**src/rtl/wkev_pkg.sv**
```systemverilog
package wkev_pkg;
  localparam int unsigned ADR_CTRL   = 0;
  localparam int unsigned ADR_STAT   = 1;
  localparam int unsigned B_EVT_EN   = 0;
  localparam int unsigned B_IRQ_EN   = 1;
  localparam int unsigned B_SUSP     = 2;
  localparam int unsigned B_WAKE     = 0;
  localparam int unsigned MIN_DATA_W = 3;

  typedef struct packed {
    logic irq_en;
    logic evt_en;
  } wkev_en_t;
endpackage

```
**src/rtl/wkev_edge.sv**
```systemverilog
module wkev_edge #(
  parameter int unsigned STAGES = 2
) (
  input  logic clk,
  input  logic rst_n,
  input  logic async_in,
  output logic rise_o
);
  localparam int unsigned LAST = STAGES;

  logic [LAST:0] pipe_q;
  logic [LAST:0] pipe_d;

  generate
    if (STAGES < 2) begin : g_bad
      initial $error("wkev_edge needs at least two stages");
    end
  endgenerate

  always_comb begin
    pipe_d = {pipe_q[LAST-1:0], async_in};
  end

  always_ff @(posedge clk or negedge rst_n) begin
    if (!rst_n) pipe_q <= '0;
    else        pipe_q <= pipe_d;
  end

  assign rise_o = pipe_q[LAST-1] & ~pipe_q[LAST];
endmodule

```
**src/rtl/wkev_regs.sv**
```systemverilog
module wkev_regs
  import wkev_pkg::*;
#(
  parameter int unsigned ADDR_W = 2,
  parameter int unsigned DATA_W = 8
) (
  input  logic              clk,
  input  logic              rst_n,
  input  logic              usb_mode,
  input  logic              wake_rise,
  input  logic              we,
  input  logic [ADDR_W-1:0] addr,
  input  logic [DATA_W-1:0] wdata,
  output logic [DATA_W-1:0] rdata,
  output wkev_en_t          en,
  output logic              stat,
  output logic              susp,
  output logic              susp_n
);
  logic     hit_ctrl, hit_stat;
  wkev_en_t en_q, en_d;
  logic     stat_q, stat_d;
  logic     susp_q, susp_d;
  logic     suspn_q, suspn_d;
  logic     en_ce, stat_ce, susp_ce;

  assign hit_ctrl = we && (addr == ADDR_W'(ADR_CTRL));
  assign hit_stat = we && (addr == ADDR_W'(ADR_STAT));

  always_comb begin
    en_d        = en_q;
    en_ce       = hit_ctrl;
    en_d.evt_en = wdata[B_EVT_EN];
    en_d.irq_en = wdata[B_IRQ_EN];
  end

  always_comb begin
    stat_d  = stat_q;
    stat_ce = 1'b0;
    if (hit_stat && wdata[B_WAKE]) begin
      stat_d  = 1'b0;
      stat_ce = 1'b1;
    end
    if (!usb_mode && wake_rise) begin
      stat_d  = 1'b1;
      stat_ce = 1'b1;
    end
  end

  always_comb begin
    susp_d  = susp_q;
    susp_ce = 1'b0;
    if (usb_mode && wake_rise && susp_q) begin
      susp_d  = 1'b0;
      susp_ce = 1'b1;
    end
    if (hit_ctrl) begin
      susp_d  = wdata[B_SUSP];
      susp_ce = 1'b1;
    end
    suspn_d = ~susp_d;
  end

  always_ff @(posedge clk or negedge rst_n) begin
    if (!rst_n) begin
      en_q    <= '0;
      stat_q  <= 1'b0;
      susp_q  <= 1'b0;
      suspn_q <= 1'b1;
    end else begin
      if (en_ce)   en_q   <= en_d;
      if (stat_ce) stat_q <= stat_d;
      if (susp_ce) begin
        susp_q  <= susp_d;
        suspn_q <= suspn_d;
      end
    end
  end

  always_comb begin
    rdata = '0;
    if (addr == ADDR_W'(ADR_CTRL)) begin
      rdata[B_EVT_EN] = en_q.evt_en;
      rdata[B_IRQ_EN] = en_q.irq_en;
      rdata[B_SUSP]   = susp_q;
    end else if (addr == ADDR_W'(ADR_STAT)) begin
      rdata[B_WAKE] = stat_q;
    end
  end

  assign en     = en_q;
  assign stat   = stat_q;
  assign susp   = susp_q;
  assign susp_n = suspn_q;
endmodule

```
**src/rtl/wkev_ctrl.sv**
```systemverilog
module wkev_ctrl
  import wkev_pkg::*;
#(
  parameter int unsigned ADDR_W      = 2,
  parameter int unsigned DATA_W      = 8,
  parameter int unsigned SYNC_STAGES = 2,
  parameter int unsigned RST_STAGES  = 2
) (
  input  logic              clk,
  input  logic              rst_n,
  input  logic              wake_in,
  input  logic              sel_usb,
  input  logic              acc_we,
  input  logic [ADDR_W-1:0] acc_addr,
  input  logic [DATA_W-1:0] acc_wdata,
  output logic [DATA_W-1:0] acc_rdata,
  output logic              evt_pull,
  output logic              irq_pull,
  output logic              susp,
  output logic              susp_n
);
  logic [RST_STAGES-1:0] rst_pipe_q;
  logic                  rst_q_n;
  logic                  wake_rise;
  wkev_en_t              en;
  logic                  stat;

  generate
    if (DATA_W < MIN_DATA_W) begin : g_bad_w
      initial $error("wkev_ctrl data width too small");
    end
  endgenerate

  always_ff @(posedge clk or negedge rst_n) begin
    if (!rst_n) rst_pipe_q <= '0;
    else        rst_pipe_q <= {rst_pipe_q[RST_STAGES-2:0], 1'b1};
  end
  assign rst_q_n = rst_pipe_q[RST_STAGES-1];

  wkev_edge #(.STAGES(SYNC_STAGES)) u_edge (
    .clk      (clk),
    .rst_n    (rst_q_n),
    .async_in (wake_in),
    .rise_o   (wake_rise)
  );

  wkev_regs #(.ADDR_W(ADDR_W), .DATA_W(DATA_W)) u_regs (
    .clk       (clk),
    .rst_n     (rst_q_n),
    .usb_mode  (sel_usb),
    .wake_rise (wake_rise),
    .we        (acc_we),
    .addr      (acc_addr),
    .wdata     (acc_wdata),
    .rdata     (acc_rdata),
    .en        (en),
    .stat      (stat),
    .susp      (susp),
    .susp_n    (susp_n)
  );

  assign evt_pull = stat & en.evt_en;
  assign irq_pull = stat & en.irq_en;
endmodule

```
**config.mk**
```make
export PLATFORM = sky130hd
export DESIGN_NAME = wkev_ctrl
export DESIGN_NICKNAME = d
export VERILOG_FILES = /design/src/rtl/wkev_pkg.sv /design/src/rtl/wkev_edge.sv /design/src/rtl/wkev_regs.sv /design/src/rtl/wkev_ctrl.sv
export SDC_FILE = /design/constraint.sdc
export NUM_CORES = 1
export LEC_CHECK = 0
export BUFFER_PORTS_ARGS = -buffer_cell sky130_fd_sc_hd__buf_2
export CORE_AREA = 2 2 39 41
export CTS_CLUSTER_SIZE = 28
export DETAILED_ROUTE_END_ITERATION = 6
export DIE_AREA = 0 0 41 43
export PLACE_DENSITY_LB_ADDON = 0.05
export SKIP_CTS_REPAIR_TIMING = 1
export SYNTH_ARGS = -nofsm -noshare
export SYNTH_HDL_FRONTEND = slang
export SYNTH_SLANG_ARGS = --single-unit
```
**constraint.sdc**
```tcl
create_clock -name clk -period 1.37 [get_ports clk]
set_input_delay 0.137 -clock clk [delete_from_list [all_inputs] [get_ports clk]]
set_output_delay 0.137 -clock clk [all_outputs]
set_load 0.005 [all_outputs]
```
==> results.py, run 1 <==
metrics = {
    "layout": {
        "n_antenna_cell": 0,
        "utilization_pct": 41.50,
        "syn2layout_area_growth_pct": 27.50,
        "drive_above_1_share_pct": 44.64,
        "layout.cells.non_filler": 72,
        "nets": 72,
    },
    "clock_tree": {
        "path_clk_slew_ps": 60,
        "clkSinkCount": 10,
        "cts_tree": "yes",
        "cts_buffers": 3,
        "clockRootBuffer": "clkbuf_4",
        "htreeDepth": 1,
        "clk_latency_ps": 250,
        "cts.path.max_buffers": 2,
    },
    "floorplan": {
        "num_io_pins": 27,
        "core_um2": 1384,
        "placementRows": 14,
        "die_area_um2": 1763,
        "die_width_um": 41,
        "die_h_um": 43,
        "start_util_pct": 32.55,
    },
    "yosys": {
        "syn_area_per_cell_um2": 12.87,
        "netlist_area_um2": 450.4,
        "synth_cells": 35,
        "ys_seq_elements": 10,
        "yosysSeqAreaShare_pct": 55.83,
        "yosys.cell_types.count": 17,
        "yosys_warnings": 0,
    },
    "run_status": {
        "status": "finished clean",
    },
    "sta": {
        "setup_ws_ps": 249.2,
        "finalMaxSlewViolations": 0,
        "fin_setup_tns_ps": 0,
        "period_share_pct": 81.81,
        "hold_violations": 0,
        "min_period_ps": 1121,
        "grt_setup_unrepaired": "false",
        "worst_clock_skew_ps": 5.256,
        "setup_violations": 0,
        "max_clock_freq_ghz": 0.8922,
    },
    "pwr": {
        "p_sw_mw": 0.1553,
        "power.density_nw_per_um2": 1167,
        "p_int_mw": 0.5147,
        "p_sw_share_pct": 23.17,
        "power.share.clock_pct": 29.8,
        "ir_drop_mv": 0.4193,
        "p_seq_share_pct": 53.1,
        "total_power_mw": 0.6700,
        "leakage_nw": 0.2907,
        "power_frac_comb_pct": 17.0,
    },
    "placement": {
        "post-place-cells": 66,
        "hpwlAfterDp_um": 574.7,
        "post-place-ws_ps": 236.6,
        "place.gp.congestion": 0.6239,
        "io_buffers": 16,
    },
    "global_route": {
        "track_usage_pct": 10.10,
        "grt_first_pass_wirelength_um": 1110,
        "grt_pass1_vias": 269,
        "grt_antenna_before_repair": 0,
        "grt_max_degree": 9,
        "grt-ovfl-total": 0,
    },
    "setup_path": {
        "startpoint_type": "flop",
        "r2r_setup_slack_ps": 490,
        "path_class": "flop to output port",
        "crit_fanout": 4,
        "required_ps": 1230,
        "end_kind": "output port",
        "arrival_ps": 980,
    },
    "detailed_routing": {
        "drcViolationCount": 0,
        "highest_layer": "met4",
        "vias": 323,
        "routed_wl_um": 730,
        "dr.pass1.iters": 2,
        "final_antenna_net_count": 0,
        "wirelength_met1_um": 319,
        "drt_iter0_markers": 6,
        "via_per_inst": 4.486,
        "dr_wl_met3_um": 64,
        "wl_per_cell_um": 10.14,
        "wl_met2_um": 340,
    },
    "job": {
        "max_cap_viol_count": 0,
    },
    "worst_hold_path": {
        "worstHoldPathType": "input pin to flop",
    },
}
==> metrics by stage <==
| step | hold WS [ps] | instance area (um^2) |
|---|---|---|
| floorplan | -158.6 | 465.4 |
| global placement | -78.69 | 528.0 |
| detailed placement | -77.65 | 528.0 |
| CTS | -368.0 | 554.3 |
| global route | 96.94 | 574.3 |
| finish | 117.4 | 574.3 |
==> critical path, cell delays in order, from the launching register on <==
cell and delay (ps):
dfrtp_1 380, nor3b_1 210, buf_2 150
==> layer usage <==
layer,global-route usage (%),vias to the layer above
met5,0,-
met4,10.00,0
met3,3.141,2
met2,14.06,14
met1,11.19,153
li1,-,154
==> area by class of cell <==
| cell class | count | area, um^2 |
|---|---|---|
| repair buffers | 18 | 100.1 |
| clock buffers | 4 | 26.28 |
| multi-input cells | 23 | 172.7 |
| well taps | 16 | 20.02 |
| flip-flops and latches | 10 | 251.5 |
| fillers | 142 | 809.5 |
| inverters | 1 | 3.754 |
==> power by group through the flow <==
stage	clock network, mW	logic [mW]	registers (mW)
2_1_floorplan	0	0.0714	0.356
3_3_place_gp	0	0.110	0.360
3_5_place_dp	0	0.111	0.362
4_1_cts	0.217	0.112	0.357
5_1_grt	0.238	0.128	0.362
6_report	0.200	0.114	0.356
==> Yosys cell counts <==
master | n | area (um^2)
dfrtp_1 | 9 | 225.2
mux2_4 | 2 | 30.03
a31oi_1 | 1 | 6.260
a31o_2 | 1 | 8.760
nor3b_1 | 3 | 22.52
or3b_4 | 1 | 11.26
nor2_1 | 1 | 3.750
conb_1 | 2 | 7.510
mux2i_1 | 1 | 10.01
and4bb_2 | 1 | 12.51
dfstp_2 | 1 | 26.28
buf_4 | 5 | 37.54
and2_1 | 2 | 12.51
nand3b_1 | 1 | 7.510
a21o_1 | 1 | 7.510
nand4b_1 | 2 | 17.52
inv_1 | 1 | 3.750
==> flip-flops by register name (all words and copies together) (netlist names) <==
| signal | cells |
|---|---|
| rst_pipe_q | 2 |
| u_edge.pipe_q | 3 |
| u_regs.en | 2 |
| u_regs.stat | 1 |
| u_regs.susp | 1 |
| u_regs.susp_n | 1 |
==> cells by family after synthesis <==
| logic type | count (synthesis) | share of synthesized area (%) |
|---|---|---|
| compound gates | 3 | 5.002 |
| buf+inv | 6 | 9.167 |
| flops | 10 | 55.84 |
| mux | 3 | 8.889 |
| other cells | 2 | 1.667 |
| simple gates | 11 | 19.44 |
==> worst paths after layout <==
kind	from	end	cells past startpoint
min in group asynchronous	rst_pipe_q[1]	u_regs.en[0]	0
max in group asynchronous	rst_pipe_q[1]	u_regs.susp_n	0
worst max-delay path	u_regs.susp	acc_rdata[2]	2
worst min register to register	rst_pipe_q[1]	u_regs.en[0]	0
worst max register to register	u_edge.pipe_q[2]	u_regs.susp	2
worst min-delay path	acc_wdata[1]	u_regs.en[1]	2
==> cells in the final DEF (no fill, tap or decap), drive strengths merged <==
master,n
buf,16
dfrtp,9
conb,6
clkbuf,4
nor3b,3
and2,2
nand4b,2
mux2,2
dlygate4sd3,2
mux2i,1
nor2,1
inv,1
or3b,1
and4bb,1
a31oi,1
nand3b,1
a31o,1
a21o,1
dfstp,1
Power figures use the tool's default switching activity.
==> run 2, diff against run 1 <==
==> constraint.sdc (replaced) <==
create_clock -name clk -period 1.1 [get_ports clk]
set_input_delay 0.11 -clock clk [delete_from_list [all_inputs] [get_ports clk]]
set_output_delay 0.11 -clock clk [all_outputs]
set_load 0.005 [all_outputs]
==> run 2 against run 1 <==
  * Non-clock buffer count grew 2
  * Via count is the same
  * Critical endpoint is now acc_rdata[0]
  * Core utilization grew 1.4 points
  * Die area is the same
  * Critical path type unchanged
  * Count of clock-buffer cells in the layout is the same
  * Power grew 26%
  * Sequential power grew 24%
  * Combinational power grew 32%
  * Cell area grew 3.5%
==> results.py, run 2 (synthesized netlist as in run 1, its figures left out) <==
metrics = {
    "run_status": {
        "status": "finished clean",
    },
    "setup_path": {
        "path_class": "flop to output port",
        "startpoint_type": "flop",
        "crit_family": "flip-flops",
        "regToRegStartpoint": "u_edge.pipe_q[2]",
        "max_stage_delay_ps": 400,
        "required_ps": 990,
        "crit_start": "u_regs.stat",
        "crit_fanout": 4,
        "path_buf_inv": 1,
        "end_kind": "output port",
        "slowest_stage": "dfrtp_1",
        "arrival_ps": 970,
        "path_cells": "mux2i_1 > nor2_1 > buf_2",
    },
    "sta": {
        "worst_clock_skew_ps": 7.703,
        "finalMaxSlewViolations": 0,
        "period_share_pct": 98.55,
        "max_clock_freq_ghz": 0.9224,
        "min_period_ps": 1084,
        "fin_hold_ws_ps": 83.70,
        "grt_setup_unrepaired": "true",
        "hold_violations": 0,
        "setup_violations": 0,
        "fin_setup_tns_ps": 0,
        "setup_ws_ps": 15.91,
    },
    "detailed_routing": {
        "final_antenna_net_count": 0,
        "drcViolationCount": 0,
        "routed_wl_um": 778,
        "dr.pass1.iters": 2,
        "via_per_inst": 4.365,
        "wl_per_cell_um": 10.51,
        "vias": 323,
        "drt_iter0_markers": 3,
    },
    "pwr": {
        "ir_drop_mv": 0.6897,
        "total_power_mw": 0.8434,
        "p_seq_share_pct": 52.5,
        "leakage_nw": 0.3018,
        "p_sw_mw": 0.1970,
        "p_sw_share_pct": 23.36,
        "power.share.clock_pct": 29.7,
        "power.density_nw_per_um2": 1419,
        "p_int_mw": 0.6464,
        "power_frac_comb_pct": 17.8,
    },
    "floorplan": {
        "die_width_um": 41,
        "core_um2": 1384,
        "placementRows": 14,
        "die_area_um2": 1763,
        "die_h_um": 43,
        "num_io_pins": 27,
        "start_util_pct": 32.55,
    },
    "global_route": {
        "grt-ovfl-total": 0,
        "track_usage_pct": 10.02,
        "grt_first_pass_wirelength_um": 1131,
        "grt_max_degree": 9,
        "grt_antenna_before_repair": 0,
        "grt_pass1_vias": 286,
    },
    "layout": {
        "top_register": "u_edge.pipe_q",
        "nets": 74,
        "largest_reg_flops": 3,
        "utilization_pct": 42.95,
        "fillers": 148,
        "drive_above_1_share_pct": 48.28,
        "final_cell_mix": "16 x buf_2, 9 x dfrtp_1, 6 x conb_1, 3 x clkbuf_4",
        "syn2layout_area_growth_pct": 31.94,
        "final_common_cell": "buf_2",
        "n_antenna_cell": 0,
    },
    "placement": {
        "post-place-ws_ps": 25.66,
        "hpwlAfterDp_um": 620.8,
        "place.gp.congestion": 0.6250,
        "io_buffers": 16,
    },
    "clock_tree": {
        "path_clk_slew_ps": 70,
        "cts_buffers": 3,
        "clk_latency_ps": 250,
        "cts.path.max_buffers": 2,
        "clockRootBuffer": "clkbuf_4",
        "htreeDepth": 1,
        "cts_tree": "yes",
        "clkSinkCount": 10,
    },
    "worst_hold_path": {
        "worstHoldPathType": "input pin to flop",
        "hp-start": "acc_wdata[1]",
    },
    "job": {
        "max_cap_viol_count": 0,
    },
}
-- run 2: changes by cell type in the layout (fill, tap and decap cells not counted) --
cell,previous run,this run
buf_4,0,2
nor3b_1,3,2
nor3b_2,0,1
-- run 2: stage by stage --
step                cells  cell area [um^2]
finish                 74             594.3
global route           74             594.3
CTS                    72             569.3
detailed placement     68             543.0
global placement       68             543.0
floorplan              39             465.4
-- run 2: worst register-to-register path: cells and delay by family (launching register included) --
kind	cells	cell delay, ps
DFF	1	380
AOI/OAI and AO/OA	1	240
and+or+nand+nor	1	150
-- run 2: path summary, 6_finish.rpt --
kind / to / slack [ps] / cells past startpoint
worst max register to register: u_regs.susp / 210 / 2
max in group asynchronous: u_regs.susp_n / 680 / 0
min in group asynchronous: u_regs.en[1] / 130 / 0
worst min register to register: u_regs.en[1] / 130 / 0
worst max-delay path: acc_rdata[0] / 20 / 3
worst min-delay path: u_regs.en[1] / 80 / 2
-- run 2: layout make-up --
| type | count | area, um^2 | area share (%) |
|---|---|---|---|
| inverters | 1 | 3.754 | 0.6316 |
| multi-input cells | 23 | 177.7 | 29.89 |
| flip-flops and latches | 10 | 251.5 | 42.32 |
| well taps | 16 | 20.02 | 3.368 |
| clock buffers | 4 | 26.28 | 4.421 |
| repair buffers | 20 | 115.1 | 19.37 |
-- run 2: metal layers --
| layer | vias to the layer above | wire [um] | GRT usage (%) |
|---|---|---|---|
| met2 | 14 | 350 | 13.75 |
| met3 | 2 | 81 | 1.571 |
| met1 | 150 | 342 | 12.29 |
| met4 | 0 | 5 | 10.00 |
| met5 | - | 0 | 0 |
| li1 | 157 | - | - |
-- run 2: power by group through the flow --
stage | clock network [mW] | registers, mW | logic [mW]
2_1_floorplan | 0 | 0.443 | 0.0889
5_1_grt | 0.284 | 0.448 | 0.168
3_3_place_gp | 0 | 0.448 | 0.142
4_1_cts | 0.273 | 0.444 | 0.146
6_report | 0.250 | 0.443 | 0.150
3_5_place_dp | 0 | 0.450 | 0.145
==> run 3, diff against run 2 <==
--- a/config.mk
+++ b/config.mk
@@ -11,6 +11,7 @@
 export DETAILED_ROUTE_END_ITERATION = 6
 export DIE_AREA = 0 0 41 43
 export PLACE_DENSITY_LB_ADDON = 0.05
+export SETUP_SLACK_MARGIN = 0.05
 export SKIP_CTS_REPAIR_TIMING = 1
 export SYNTH_ARGS = -nofsm -noshare
 export SYNTH_HDL_FRONTEND = slang
==> run 3 against run 2 <==
  * Maximum frequency did not move
  * Clock power barely moved
  * Register-to-register slack barely moved
  * Count of clock-buffer cells in the layout did not move
  * Highest routed layer unchanged
  * Worst setup slack did not move
  * Largest cell class unchanged
==> results.py, run 3 (synthesized netlist as in run 1, its figures left out) <==
metrics = {
    "run_status": {
        "status": "finished clean",
    },
    "pwr": {
        "power.density_nw_per_um2": 1419,
        "p_int_mw": 0.6464,
        "p_sw_share_pct": 23.36,
        "power_frac_comb_pct": 17.8,
        "p_seq_share_pct": 52.5,
        "ir_drop_mv": 0.6897,
        "leakage_nw": 0.3018,
        "power.share.clock_pct": 29.7,
        "p_sw_mw": 0.1970,
    },
    "sta": {
        "grt_setup_unrepaired": "true",
        "worst_clock_skew_ps": 7.703,
        "hold_violations": 0,
        "max_clock_freq_ghz": 0.9224,
        "setup_violations": 0,
        "finalMaxSlewViolations": 0,
        "period_share_pct": 98.55,
        "min_period_ps": 1084,
    },
    "detailed_routing": {
        "wl_per_cell_um": 10.51,
        "drcViolationCount": 0,
        "dr.pass1.iters": 2,
        "vias": 323,
        "routed_wl_um": 778,
        "drt_iter0_markers": 3,
        "via_per_inst": 4.365,
        "final_antenna_net_count": 0,
    },
    "layout": {
        "top_register": "u_edge.pipe_q",
        "fillers": 148,
        "multi_input_area_um2": 177.7,
        "utilization_pct": 42.95,
        "final_common_cell": "buf_2",
        "syn2layout_area_growth_pct": 31.94,
        "n_antenna_cell": 0,
        "final_cell_mix": "16 x buf_2, 9 x dfrtp_1, 6 x conb_1, 3 x clkbuf_4",
        "seqCellArea_um2": 251.5,
        "layout.cells.non_filler": 74,
        "drive_above_1_share_pct": 48.28,
        "largest_reg_flops": 3,
        "nets": 74,
    },
    "global_route": {
        "track_usage_pct": 10.02,
        "grt_first_pass_wirelength_um": 1131,
        "grt-ovfl-total": 0,
        "grt_pass1_vias": 286,
        "grt_antenna_before_repair": 0,
        "grt_max_degree": 9,
    },
    "clock_tree": {
        "path_clk_slew_ps": 70,
        "clk_latency_ps": 250,
        "cts_tree": "yes",
        "clkSinkCount": 10,
        "clockRootBuffer": "clkbuf_4",
        "cts_buffers": 3,
        "htreeDepth": 1,
        "cts.path.max_buffers": 2,
    },
    "placement": {
        "io_buffers": 16,
        "post-place-cells": 68,
        "hpwlAfterDp_um": 620.8,
        "place.gp.congestion": 0.6250,
    },
    "setup_path": {
        "r2r_setup_slack_ps": 210,
        "end_kind": "output port",
        "crit_start": "u_regs.stat",
        "path_class": "flop to output port",
        "arrival_ps": 970,
        "crit_fanout": 4,
        "regToRegStartpoint": "u_edge.pipe_q[2]",
        "startpoint_type": "flop",
        "required_ps": 990,
    },
    "worst_hold_path": {
        "worstHoldPathType": "input pin to flop",
        "hp-start": "acc_wdata[1]",
    },
    "floorplan": {
        "die_h_um": 43,
        "die_width_um": 41,
        "placementRows": 14,
        "start_util_pct": 32.55,
        "num_io_pins": 27,
        "core_um2": 1384,
        "die_area_um2": 1763,
    },
    "job": {
        "max_cap_viol_count": 0,
    },
}
[run 3: cell counts in the layout (fill, tap and decap cells not counted)]
Identical to the previous run, type by type.
[run 3: final timing paths]
check / endpoint / cells after the start
min in group asynchronous: u_regs.en[1] / 0
worst min register to register: u_regs.en[1] / 0
max in group asynchronous: u_regs.susp_n / 0
worst min-delay path: u_regs.en[1] / 2
worst max register to register: u_regs.susp / 2
worst max-delay path: acc_rdata[0] / 3
[run 3: metal layers]
layer,vias up,wire length (um),GRT usage (%),share of wire (%)
met5,-,0,0,0
met4,0,5,10.00,0.64
met3,2,81,1.571,10
met2,14,350,13.75,45
met1,150,342,12.29,44
li1,157,-,-,-
[run 3: worst max-delay path, stage by stage (launching register included)]
cell	delay [ps]
dfrtp_1	400
mux2i_1	140
nor2_1	60
buf_2	120
[run 3: area by class of cell]
cell class | instances | share of cell area [%]
Timing Repair Buffer | 20 | 19.37
Inverter | 1 | 0.6316
Sequential cell | 10 | 42.32
Tap cell | 16 | 3.368
Multi-Input combinational cell | 23 | 29.89
Clock buffer | 4 | 4.421
[run 3: power by group through the flow]
stage	combinational [mW]	clock, mW	sequential [mW]
detailed placement	0.145	0	0.450
global route	0.168	0.284	0.448
CTS	0.146	0.273	0.444
finish	0.150	0.250	0.443
floorplan	0.0889	0	0.443
global placement	0.142	0	0.448
[run 3: metrics by stage]
step           area, um^2  total power [mW]  setup slack, ps  hold WS (ps)  TNS (ps)
6_report            594.3            0.8434            15.91         83.70         0
5_1_grt             594.3            0.9003           -44.92         70.19    -44.92
4_1_cts             569.3            0.8624           -14.98        -396.2    -14.98
3_5_place_dp        543.0            0.5953            25.66        -104.6         0
3_3_place_gp        543.0            0.5901            25.87        -105.7         0
2_1_floorplan       465.4            0.5323            161.9        -185.6         0
